`config.mk`:
```
export PLATFORM = sky130hd
export DESIGN_NAME = group_slice_seq
export DESIGN_NICKNAME = d
export VERILOG_FILES = /design/src/rtl/sgs_pkg.sv /design/src/rtl/sgs_rst_sync.sv /design/src/rtl/sgs_step_ctrl.sv /design/src/rtl/sgs_slice_store.sv /design/src/rtl/group_slice_seq.sv
export SDC_FILE = /design/constraint.sdc
export NUM_CORES = 1
export LEC_CHECK = 0
export ABC_AREA = 1
export ABC_CLOCK_PERIOD_IN_PS = 7600
export BUFFER_PORTS_ARGS = -buffer_cell sky130_fd_sc_hd__buf_2
export CORE_MARGIN = 3
export CORE_UTILIZATION = 40
export CTS_CLUSTER_DIAMETER = 60
export CTS_CLUSTER_SIZE = 12
export DETAILED_ROUTE_END_ITERATION = 6
export HOLD_SLACK_MARGIN = 0.15
export RECOVER_POWER = 100
export SYNTH_ARGS = -nofsm -noshare
export SYNTH_HDL_FRONTEND = slang
export SYNTH_SLANG_ARGS = --single-unit
```
`constraint.sdc`:
```
create_clock -name clk -period 7.6 [get_ports clk]
set_input_delay 1.52 -clock clk [delete_from_list [all_inputs] [get_ports clk]]
set_output_delay 1.52 -clock clk [all_outputs]
set_load 0.02 [all_outputs]
```
`src/rtl/sgs_pkg.sv`:
```
package sgs_pkg;

  typedef enum logic {
    SEQ_IDLE = 1'b0,
    SEQ_RUN  = 1'b1
  } seq_state_e;

endpackage

```
`src/rtl/sgs_rst_sync.sv`:
```
module sgs_rst_sync #(
  parameter int unsigned STAGES = 2
) (
  input  logic clk,
  input  logic rst_n_i,
  output logic rst_n_o
);

  logic [STAGES-1:0] sync_q;

  always_ff @(posedge clk or negedge rst_n_i) begin
    if (!rst_n_i) begin
      sync_q <= '0;
    end else begin
      sync_q <= {sync_q[STAGES-2:0], 1'b1};
    end
  end

  assign rst_n_o = sync_q[STAGES-1];

endmodule

```
`src/rtl/sgs_step_ctrl.sv`:
```
module sgs_step_ctrl
  import sgs_pkg::*;
#(
  parameter  int unsigned NUM_SLICES = 4,
  localparam int unsigned IDX_W      = (NUM_SLICES > 1) ? $clog2(NUM_SLICES) : 1
) (
  input  logic             clk,
  input  logic             rst_n,
  input  logic             issue_valid_i,
  output logic             issue_ready_o,
  output logic             accept_o,
  output logic             run_o,
  output logic [IDX_W-1:0] idx_o,
  output logic             last_o,
  output logic             done_o
);

  localparam logic [IDX_W-1:0] LAST_IDX = IDX_W'(NUM_SLICES - 1);

  seq_state_e       state_q, state_d;
  logic [IDX_W-1:0] idx_q, idx_d;
  logic             done_q, done_d;
  logic             at_last;
  logic             step_en;

  assign at_last       = (state_q == SEQ_RUN) && (idx_q == LAST_IDX);
  assign issue_ready_o = (state_q == SEQ_IDLE) || at_last;
  assign accept_o      = issue_valid_i && issue_ready_o;
  assign step_en       = accept_o || (state_q == SEQ_RUN);

  always_comb begin
    state_d = state_q;
    idx_d   = idx_q;
    done_d  = at_last;
    if (accept_o) begin
      state_d = SEQ_RUN;
      idx_d   = '0;
    end else if (state_q == SEQ_RUN) begin
      if (at_last) begin
        state_d = SEQ_IDLE;
        idx_d   = '0;
      end else begin
        idx_d = idx_q + 1'b1;
      end
    end
  end

  always_ff @(posedge clk or negedge rst_n) begin
    if (!rst_n) begin
      state_q <= SEQ_IDLE;
      idx_q   <= '0;
      done_q  <= 1'b0;
    end else begin
      done_q <= done_d;
      if (step_en) begin
        state_q <= state_d;
        idx_q   <= idx_d;
      end
    end
  end

  assign run_o  = (state_q == SEQ_RUN);
  assign idx_o  = idx_q;
  assign last_o = at_last;
  assign done_o = done_q;


  slice_order_chk: assert property (@(posedge clk) disable iff (!rst_n)
    (run_o && !last_o) |=> (run_o && idx_o == $past(idx_o) + 1'b1));


  handover_chk: assert property (@(posedge clk) disable iff (!rst_n)
    accept_o |=> (run_o && idx_o == '0));


  done_pulse_chk: assert property (@(posedge clk) disable iff (!rst_n)
    done_o |-> $past(last_o));


  ready_hold_chk: assert property (@(posedge clk) disable iff (!rst_n)
    (run_o && !last_o) |-> !accept_o);

endmodule

```
`src/rtl/sgs_slice_store.sv`:
```
module sgs_slice_store #(
  parameter  int unsigned GROUP_ITEMS = 64,
  parameter  int unsigned LANES       = 16,
  parameter  int unsigned MAX_SLOTS   = 4,
  localparam int unsigned NUM_SLICES  = GROUP_ITEMS / LANES,
  localparam int unsigned IDX_W       = (NUM_SLICES > 1) ? $clog2(NUM_SLICES) : 1,
  localparam int unsigned SLOT_W      = $clog2(MAX_SLOTS + 1)
) (
  input  logic                   clk,
  input  logic                   rst_n,
  input  logic                   load_i,
  input  logic [GROUP_ITEMS-1:0] mask_i,
  input  logic [SLOT_W-1:0]      slots_i,
  input  logic                   run_i,
  input  logic [IDX_W-1:0]       idx_i,
  output logic [LANES-1:0]       slice_mask_o,
  output logic [SLOT_W-1:0]      slots_o
);

  logic [GROUP_ITEMS-1:0] mask_q;
  logic [SLOT_W-1:0]      slots_q;
  logic [SLOT_W-1:0]      slots_fit;
  logic [LANES-1:0]       part [NUM_SLICES];

  always_comb begin
    if (slots_i == '0) begin
      slots_fit = SLOT_W'(1);
    end else if (slots_i > SLOT_W'(MAX_SLOTS)) begin
      slots_fit = SLOT_W'(MAX_SLOTS);
    end else begin
      slots_fit = slots_i;
    end
  end

  always_ff @(posedge clk or negedge rst_n) begin
    if (!rst_n) begin
      mask_q  <= '0;
      slots_q <= '0;
    end else if (load_i) begin
      mask_q  <= mask_i;
      slots_q <= slots_fit;
    end
  end

  for (genvar g = 0; g < NUM_SLICES; g++) begin : g_part
    assign part[g] = mask_q[g*LANES +: LANES];
  end

  assign slice_mask_o = run_i ? part[idx_i] : '0;
  assign slots_o      = slots_q;


  capture_chk: assert property (@(posedge clk) disable iff (!rst_n)
    load_i |=> (mask_q == $past(mask_i)));


  slot_range_chk: assert property (@(posedge clk) disable iff (!rst_n)
    load_i |=> (slots_q != '0 && slots_q <= SLOT_W'(MAX_SLOTS)));

endmodule

```
`src/rtl/group_slice_seq.sv`:
```
module group_slice_seq #(
  parameter  int unsigned GROUP_ITEMS = 64,
  parameter  int unsigned LANES       = 16,
  parameter  int unsigned MAX_SLOTS   = 4,
  localparam int unsigned NUM_SLICES  = GROUP_ITEMS / LANES,
  localparam int unsigned IDX_W       = (NUM_SLICES > 1) ? $clog2(NUM_SLICES) : 1,
  localparam int unsigned SLOT_W      = $clog2(MAX_SLOTS + 1),
  localparam int unsigned OPS_W       = $clog2(LANES * MAX_SLOTS + 1)
) (
  input  logic                   clk,
  input  logic                   rst_n,
  input  logic                   issue_valid_i,
  output logic                   issue_ready_o,
  input  logic [GROUP_ITEMS-1:0] issue_mask_i,
  input  logic [SLOT_W-1:0]      issue_slots_i,
  output logic                   slice_valid_o,
  output logic [IDX_W-1:0]       slice_idx_o,
  output logic [LANES-1:0]       slice_mask_o,
  output logic [OPS_W-1:0]       slice_ops_o,
  output logic                   slice_last_o,
  output logic                   done_o
);

  localparam int unsigned CNT_W = $clog2(LANES + 1);

  logic              rst_n_sync;
  logic              accept;
  logic [SLOT_W-1:0] slots_q;
  logic [CNT_W-1:0]  lane_cnt;

  sgs_rst_sync #(.STAGES(2)) i_rst_sync (
    .clk     (clk),
    .rst_n_i (rst_n),
    .rst_n_o (rst_n_sync)
  );

  sgs_step_ctrl #(.NUM_SLICES(NUM_SLICES)) i_ctrl (
    .clk           (clk),
    .rst_n         (rst_n_sync),
    .issue_valid_i (issue_valid_i),
    .issue_ready_o (issue_ready_o),
    .accept_o      (accept),
    .run_o         (slice_valid_o),
    .idx_o         (slice_idx_o),
    .last_o        (slice_last_o),
    .done_o        (done_o)
  );

  sgs_slice_store #(
    .GROUP_ITEMS (GROUP_ITEMS),
    .LANES       (LANES),
    .MAX_SLOTS   (MAX_SLOTS)
  ) i_store (
    .clk          (clk),
    .rst_n        (rst_n_sync),
    .load_i       (accept),
    .mask_i       (issue_mask_i),
    .slots_i      (issue_slots_i),
    .run_i        (slice_valid_o),
    .idx_i        (slice_idx_o),
    .slice_mask_o (slice_mask_o),
    .slots_o      (slots_q)
  );

  always_comb begin
    lane_cnt = '0;
    for (int unsigned l = 0; l < LANES; l++) begin
      lane_cnt = lane_cnt + CNT_W'(slice_mask_o[l]);
    end
  end

  assign slice_ops_o = OPS_W'(lane_cnt) * OPS_W'(slots_q);


  fixed_length_chk: assert property (@(posedge clk) disable iff (!rst_n_sync)
    (slice_valid_o && !slice_last_o) |=> slice_valid_o);


  idle_quiet_chk: assert property (@(posedge clk) disable iff (!rst_n_sync)
    !slice_valid_o |-> (slice_mask_o == '0 && slice_ops_o == '0));


  empty_ops_chk: assert property (@(posedge clk) disable iff (!rst_n_sync)
    (slice_valid_o && slice_mask_o == '0) |-> slice_ops_o == '0);

endmodule

```
## Word level (Yosys, flattened, before mapping)

Cells that the tools add are included.

- Flip-flop bits (word level): 73
- Bits of input ports: 70
- Logic and storage cells: 47

- Add/subtract/negate cells: 16
- Multiply operators: 1
- Order comparisons: 2
- Equality and inequality tests: 1
- Mux-type cells: 12
- Bitwise gates (word level): 2
- Reductions and logical operators: 7

Operator list:

| operator | count |
|---|---|
| adder 5 x 1 -> 5 bit | 11 |
| 2-to-1 mux 16 bit | 3 |
| binary-select mux 16 bit (select 2 bit) | 1 |
| multiplier 5 x 3 -> 7 bit | 1 |
| 2-to-1 mux 2 bit | 3 |
| 2-to-1 mux 3 bit | 2 |
| adder 4 x 1 -> 5 bit | 1 |
| adder 3 x 1 -> 4 bit | 1 |
| adder 2 x 1 -> 3 bit | 1 |
| greater-or-equal comparator 3 bit (second input constant) | 1 |
| greater-than comparator 3 bit (second input constant) | 1 |
| zero test 3 bit | 1 |
| 2-to-1 mux 1 bit | 3 |
| inverter 2 -> 3 bit | 1 |
| adder 1 x 1 -> 2 bit | 1 |
| adder 2 x 1 -> 2 bit (second input constant) | 1 |
| equality test 2 bit (second input constant) | 1 |
| logical AND 1 bit | 2 |
| logical OR 1 bit | 2 |
| AND reduction 2 bit | 1 |
| nonzero test 2 bit | 1 |
| inverter 1 bit | 1 |

## Logic depth before layout (Yosys ltp)

- Depth in word-level cells: 21
- Mapped depth: 30
- Mapped depth without buffers: 28

## By module

A second synthesis with hierarchy kept.

- Cell total of the unflattened synthesis: 535
- Area total of the unflattened synthesis: 4169.0 um^2

By module, submodules not included:

| module | times used | cells an instance | area an instance (um^2) |
|---|---|---|---|
| sgs_slice_store | 1 | 408 | 3185.6 |
| group_slice_seq | 1 | 103 | 753.2 |
| sgs_step_ctrl | 1 | 21 | 176.4 |
| sgs_rst_sync | 1 | 3 | 53.8 |

## Least setup slack after synthesis

Ideal clock, no wire load.

- Path kind: register -> output
- Start: register i_ctrl.idx_q[1] (netlist: i_ctrl.idx_o[1])
- End: output port slice_ops_o[6]
- Arrival time: 5.949 ns
- Data required time: 6.080 ns
- Slack: 0.131 ns
- Stages on the path, launching flop included: 24
- Cells stage by stage: dfrtp_1 -> buf_4 -> inv_2 -> buf_2 -> nor2_1 -> o21ai_0 -> a21oi_1 -> fa_1 -> fa_1 -> fa_1 -> inv_1 -> fa_1 -> inv_1 -> ha_1 -> fa_1 -> xor2_1 -> nand2_1 -> fa_1 -> inv_1 -> ha_1 -> fa_1 -> a21oi_1 -> nand3_1 -> nand2_1

RTL lines:

| what | line | RTL |
|---|---|---|
| start: declaration | sgs_step_ctrl.sv:21 | `logic [IDX_W-1:0] idx_q, idx_d;` |
| start signal: assignment | sgs_step_ctrl.sv:57 | `idx_q <= idx_d;` |
| inverter 2 -> 3 bit (implied by the code) | sgs_slice_store.sv:49 | `assign slice_mask_o = run_i ? part[idx_i] : '0;` |
| binary-select mux 16 bit (select 2 bit) | sgs_slice_store.sv:49 |  |
| 2-to-1 mux 16 bit (implied by the code) (2 in a row) | sgs_slice_store.sv:49 |  |
| 2-to-1 mux 16 bit | sgs_slice_store.sv:49 |  |
| via slice_mask_o[2] | group_slice_seq.sv:18 | `output logic [LANES-1:0] slice_mask_o,` |
| adder 2 x 1 -> 3 bit | group_slice_seq.sv:68 | `lane_cnt = lane_cnt + CNT_W'(slice_mask_o[l]);` |
| adder 3 x 1 -> 4 bit | group_slice_seq.sv:68 |  |
| adder 4 x 1 -> 5 bit | group_slice_seq.sv:68 |  |
| adder 5 x 1 -> 5 bit (11 in a row) | group_slice_seq.sv:68 |  |
| multiplier 5 x 3 -> 7 bit | group_slice_seq.sv:72 | `assign slice_ops_o = OPS_W'(lane_cnt) * OPS_W'(slots_q);` |
| end: declaration | group_slice_seq.sv:19 | `output logic [OPS_W-1:0] slice_ops_o,` |

The timed path passes the listed nets, and every way through them passes these cells. The select of a mux whose other input is x is not followed.

## Final worst setup path

- Start: register i_ctrl.idx_q[0] (netlist: i_ctrl.idx_o[0])
- End: output port slice_ops_o[6]

- Word-level cells in the longest chain between the ends: 21

Ends and longest elaborated chain:

| what | line |
|---|---|
| inverter 2 -> 3 bit (implied by the code) (*) | sgs_slice_store.sv:49 |
| binary-select mux 16 bit (select 2 bit) (*) | sgs_slice_store.sv:49 |
| 2-to-1 mux 16 bit (implied by the code) (*) (2 in a row) | sgs_slice_store.sv:49 |
| 2-to-1 mux 16 bit (*) | sgs_slice_store.sv:49 |
| adder 1 x 1 -> 2 bit | group_slice_seq.sv:68 |
| adder 2 x 1 -> 3 bit | group_slice_seq.sv:68 |
| adder 3 x 1 -> 4 bit | group_slice_seq.sv:68 |
| adder 4 x 1 -> 5 bit | group_slice_seq.sv:68 |
| adder 5 x 1 -> 5 bit (10 in a row) | group_slice_seq.sv:68 |
| adder 5 x 1 -> 5 bit (*) | group_slice_seq.sv:68 |
| multiplier 5 x 3 -> 7 bit (*) | group_slice_seq.sv:72 |

Every way passes the cells marked *; elsewhere a longest branch is shown, timed or not. The select of a mux whose other input is x is not followed.

==> results.sh <==
export IMPL_place_inst=739
export IMPL_fillers=1041
export IMPL_vias=3598
export IMPL_drive_above_1_share_pct=23.7
export IMPL_required_ps=6080
export IMPL_initial_core_util_pct=41.3
export IMPL_detail_route_iter0_violations=163
export IMPL_maxSlewHeadroom_pct=35.8
export IMPL_grt_overflow=0
export IMPL_grt_pass1_vias=3586
export IMPL_synth_area_leader_cell="dfrtp_1"
export IMPL_grt_first_pass_wirelength_um=17100
export IMPL_syn_to_final_growth_pct=22.3
export IMPL_yosysMostFrequentCell="nand2_1"
export IMPL_track_usage_pct=18.9
export IMPL_synth_top_cell_area_share_pct=45.0
export IMPL_ys_seq_area_share_pct=45.0
export IMPL_postRouteAntennaNets=0
export IMPL_clk_latency_ps=350
export IMPL_syn_area_um2=4060
export IMPL_avgViaCountPerCell=4.69
export IMPL_postSynthCellCount=526
export IMPL_start_kind="register"
export IMPL_postPlaceCellArea_um2=4600
export IMPL_ys_types=21
export IMPL_die_h_um=107
export IMPL_nets=725
export IMPL_num_io_pins=99
export IMPL_avgRoutedWirePerCell_um=13.4
export IMPL_hp_class="reg -> reg"
export IMPL_hold_violations=0
export IMPL_syn_avg_cell_area_um2=7.72
export IMPL_synthTopCellsByCount="nand2_1, dfrtp_1, nor2_1, inv_1, o21ai_0"
export IMPL_final_area_um2=4960
export IMPL_cts_tree="yes"
export IMPL_row_count=36
export IMPL_max_cap_violations=0
export IMPL_grt_max_degree=72
export IMPL_fin_crit_sh_pct=98.7
export IMPL_cts_root_buf="clkbuf_8"
export IMPL_worstPathArrival_ps=5980
export IMPL_maxSlewViolCount=0
export IMPL_cts_hold_buf=0
export IMPL_cts_sinks=73
export IMPL_criticalPathCategory="reg -> out"
export IMPL_antenna_found_initial=0
export IMPL_fin_ws_ps=96.3
export IMPL_path_clk_slew_ps=80
export IMPL_rsz0062_at_grt="yes"
export IMPL_drc=0
export IMPL_htreeDepth=3
export IMPL_place_gp_congestion=0.825
export IMPL_diodes=0
export IMPL_yosysWarnings=0
export IMPL_firstDrtPassIters=5
export IMPL_min_period_ps=7500
export IMPL_slowest_delay_ps=530
export IMPL_timing_critical_path_fanout_max=5
export IMPL_synthArstFlopShare_pct=100
export IMPL_die_w_um=107
export IMPL_dieArea_um2=11400
export IMPL_preCtsSetupSlack_ps=219
export IMPL_status="finished clean"
export IMPL_fin_cells=767
export IMPL_cp_slowest_cell="fa_1"
export IMPL_syn_nets=622
export IMPL_multiInputGateArea_um2=1920
export IMPL_finalWirelength_um=10200
export IMPL_core_area_um2=9820
export IMPL_regArea_um2=1830
export IMPL_fmax_ghz=0.133
export IMPL_synth_edf_count=0
export IMPL_worst_slew_pin_slew_ps=962
export IMPL_cts_buffer_depth=2
export IMPL_portBuffers=98
export IMPL_crit_top_cell="inv_1"
export IMPL_setup_viol=0
export IMPL_cts_buffers_inserted=9
export IMPL_synth_flop_cell="dfrtp_1"
export IMPL_hpwl_um=7410
export IMPL_fin_worst_skew_ps=7.66
export IMPL_end_kind="output port"
export IMPL_synthTopCellsByArea="dfrtp_1, nand2_1, fa_1"
export IMPL_synth_seq_cells=73
what timing repair did:
item                       in CTS  in global routing
setup buffers                   7                  4
setup endpoints to repair       2                  3
gates resized for setup        11                 13
pin swaps                       0                  9
hold endpoints to repair        0                  0
gates cloned                    0                  1
cells in the final DEF, fill, tap and decap left out, drive strengths merged:
master    instances
a21oi            22
buf             116
bufinv            1
clkbuf           11
clkinv            4
clkinvlp          2
conb              1
dfrtp            73
fa               14
ha               12
inv              44
nand2           222
nand3             5
nand3b            1
nand4             1
nor2             64
o211ai            1
o21ai            37
xor2              3
cells by family (layout without fill, tap and decap cells):
logic type / Yosys count / after routing / synth area share [%]
adders and majority gates: 26 / 26 / 10.6
buffers and inverters: 70 / 178 / 8.66
and+or+nand+nor: 293 / 293 / 27.5
DFF: 73 / 73 / 45.0
other: 1 / 1 / 0.0924
AOI/OAI and AO/OA: 60 / 60 / 7.46
xor gates and xnor gates: 3 / 3 / 0.647
flip-flops by register name, summed over array words and instances (netlist names):
register           cells
i_rst_sync.sync_q      2
i_ctrl.idx_o           2
i_ctrl.done_o          1
i_ctrl.run_o           1
i_store.mask_q        64
i_store.slots_o        3
layer usage:
metal	up-vias	global-route usage, %	routed length (µm)
li1	1806	-	-
met1	1681	26.9	4830
met4	0	5.84	127
met3	12	4.33	609
met2	99	28.8	4670
met5	-	0	0
final timing paths:
kind                                           start                   end  slack (ps)  cells after the start
worst max-delay path                 i_ctrl.idx_o[0]        slice_ops_o[6]         100                     26
worst min-delay path            i_rst_sync.sync_q[0]  i_rst_sync.sync_q[1]         350                      0
worst max register to register       i_ctrl.idx_o[1]     i_store.mask_q[2]        5430                      8
worst min register to register  i_rst_sync.sync_q[0]  i_rst_sync.sync_q[1]         350                      0
max in group asynchronous       i_rst_sync.sync_q[1]          i_ctrl.run_o        6500                      1
min in group asynchronous       i_rst_sync.sync_q[1]    i_store.mask_q[40]         490                      1
critical path: cells and delay by family, from the launching register on:
family,cells,cell delay [ps]
AOI/OAI and AO/OA,3,470
buffers and inverters,8,630
adders and majority gates,9,3570
DFF,1,450
xor gates and xnor gates,1,180
and+or+nand+nor,5,320
final cells by class:
cell class	count	area share, %
Clock buffer	10	2.57
Clock inverter	6	1.36
Inverter	45	3.63
Multi-Input combinational cell	383	38.7
Sequential cell	73	36.9
Tap cell	133	3.35
Timing Repair Buffer	117	13.4
through the flow:
| step | utilization, % | hold slack [ps] | TNS, ps |
|---|---|---|---|
| finish | 50.5 | 353 | 0 |
| CTS | 49.9 | 356 | 0 |
| global placement | 46.8 | 337 | 0 |
| floorplan | - | 331 | 0 |
| global route | 50.5 | 360 | -193 |
| detailed placement | 46.8 | 338 | 0 |
Power is left out: the tool's default activity adds up to more than one toggle a clock period on the data nets, which glitch-free logic cannot reach.
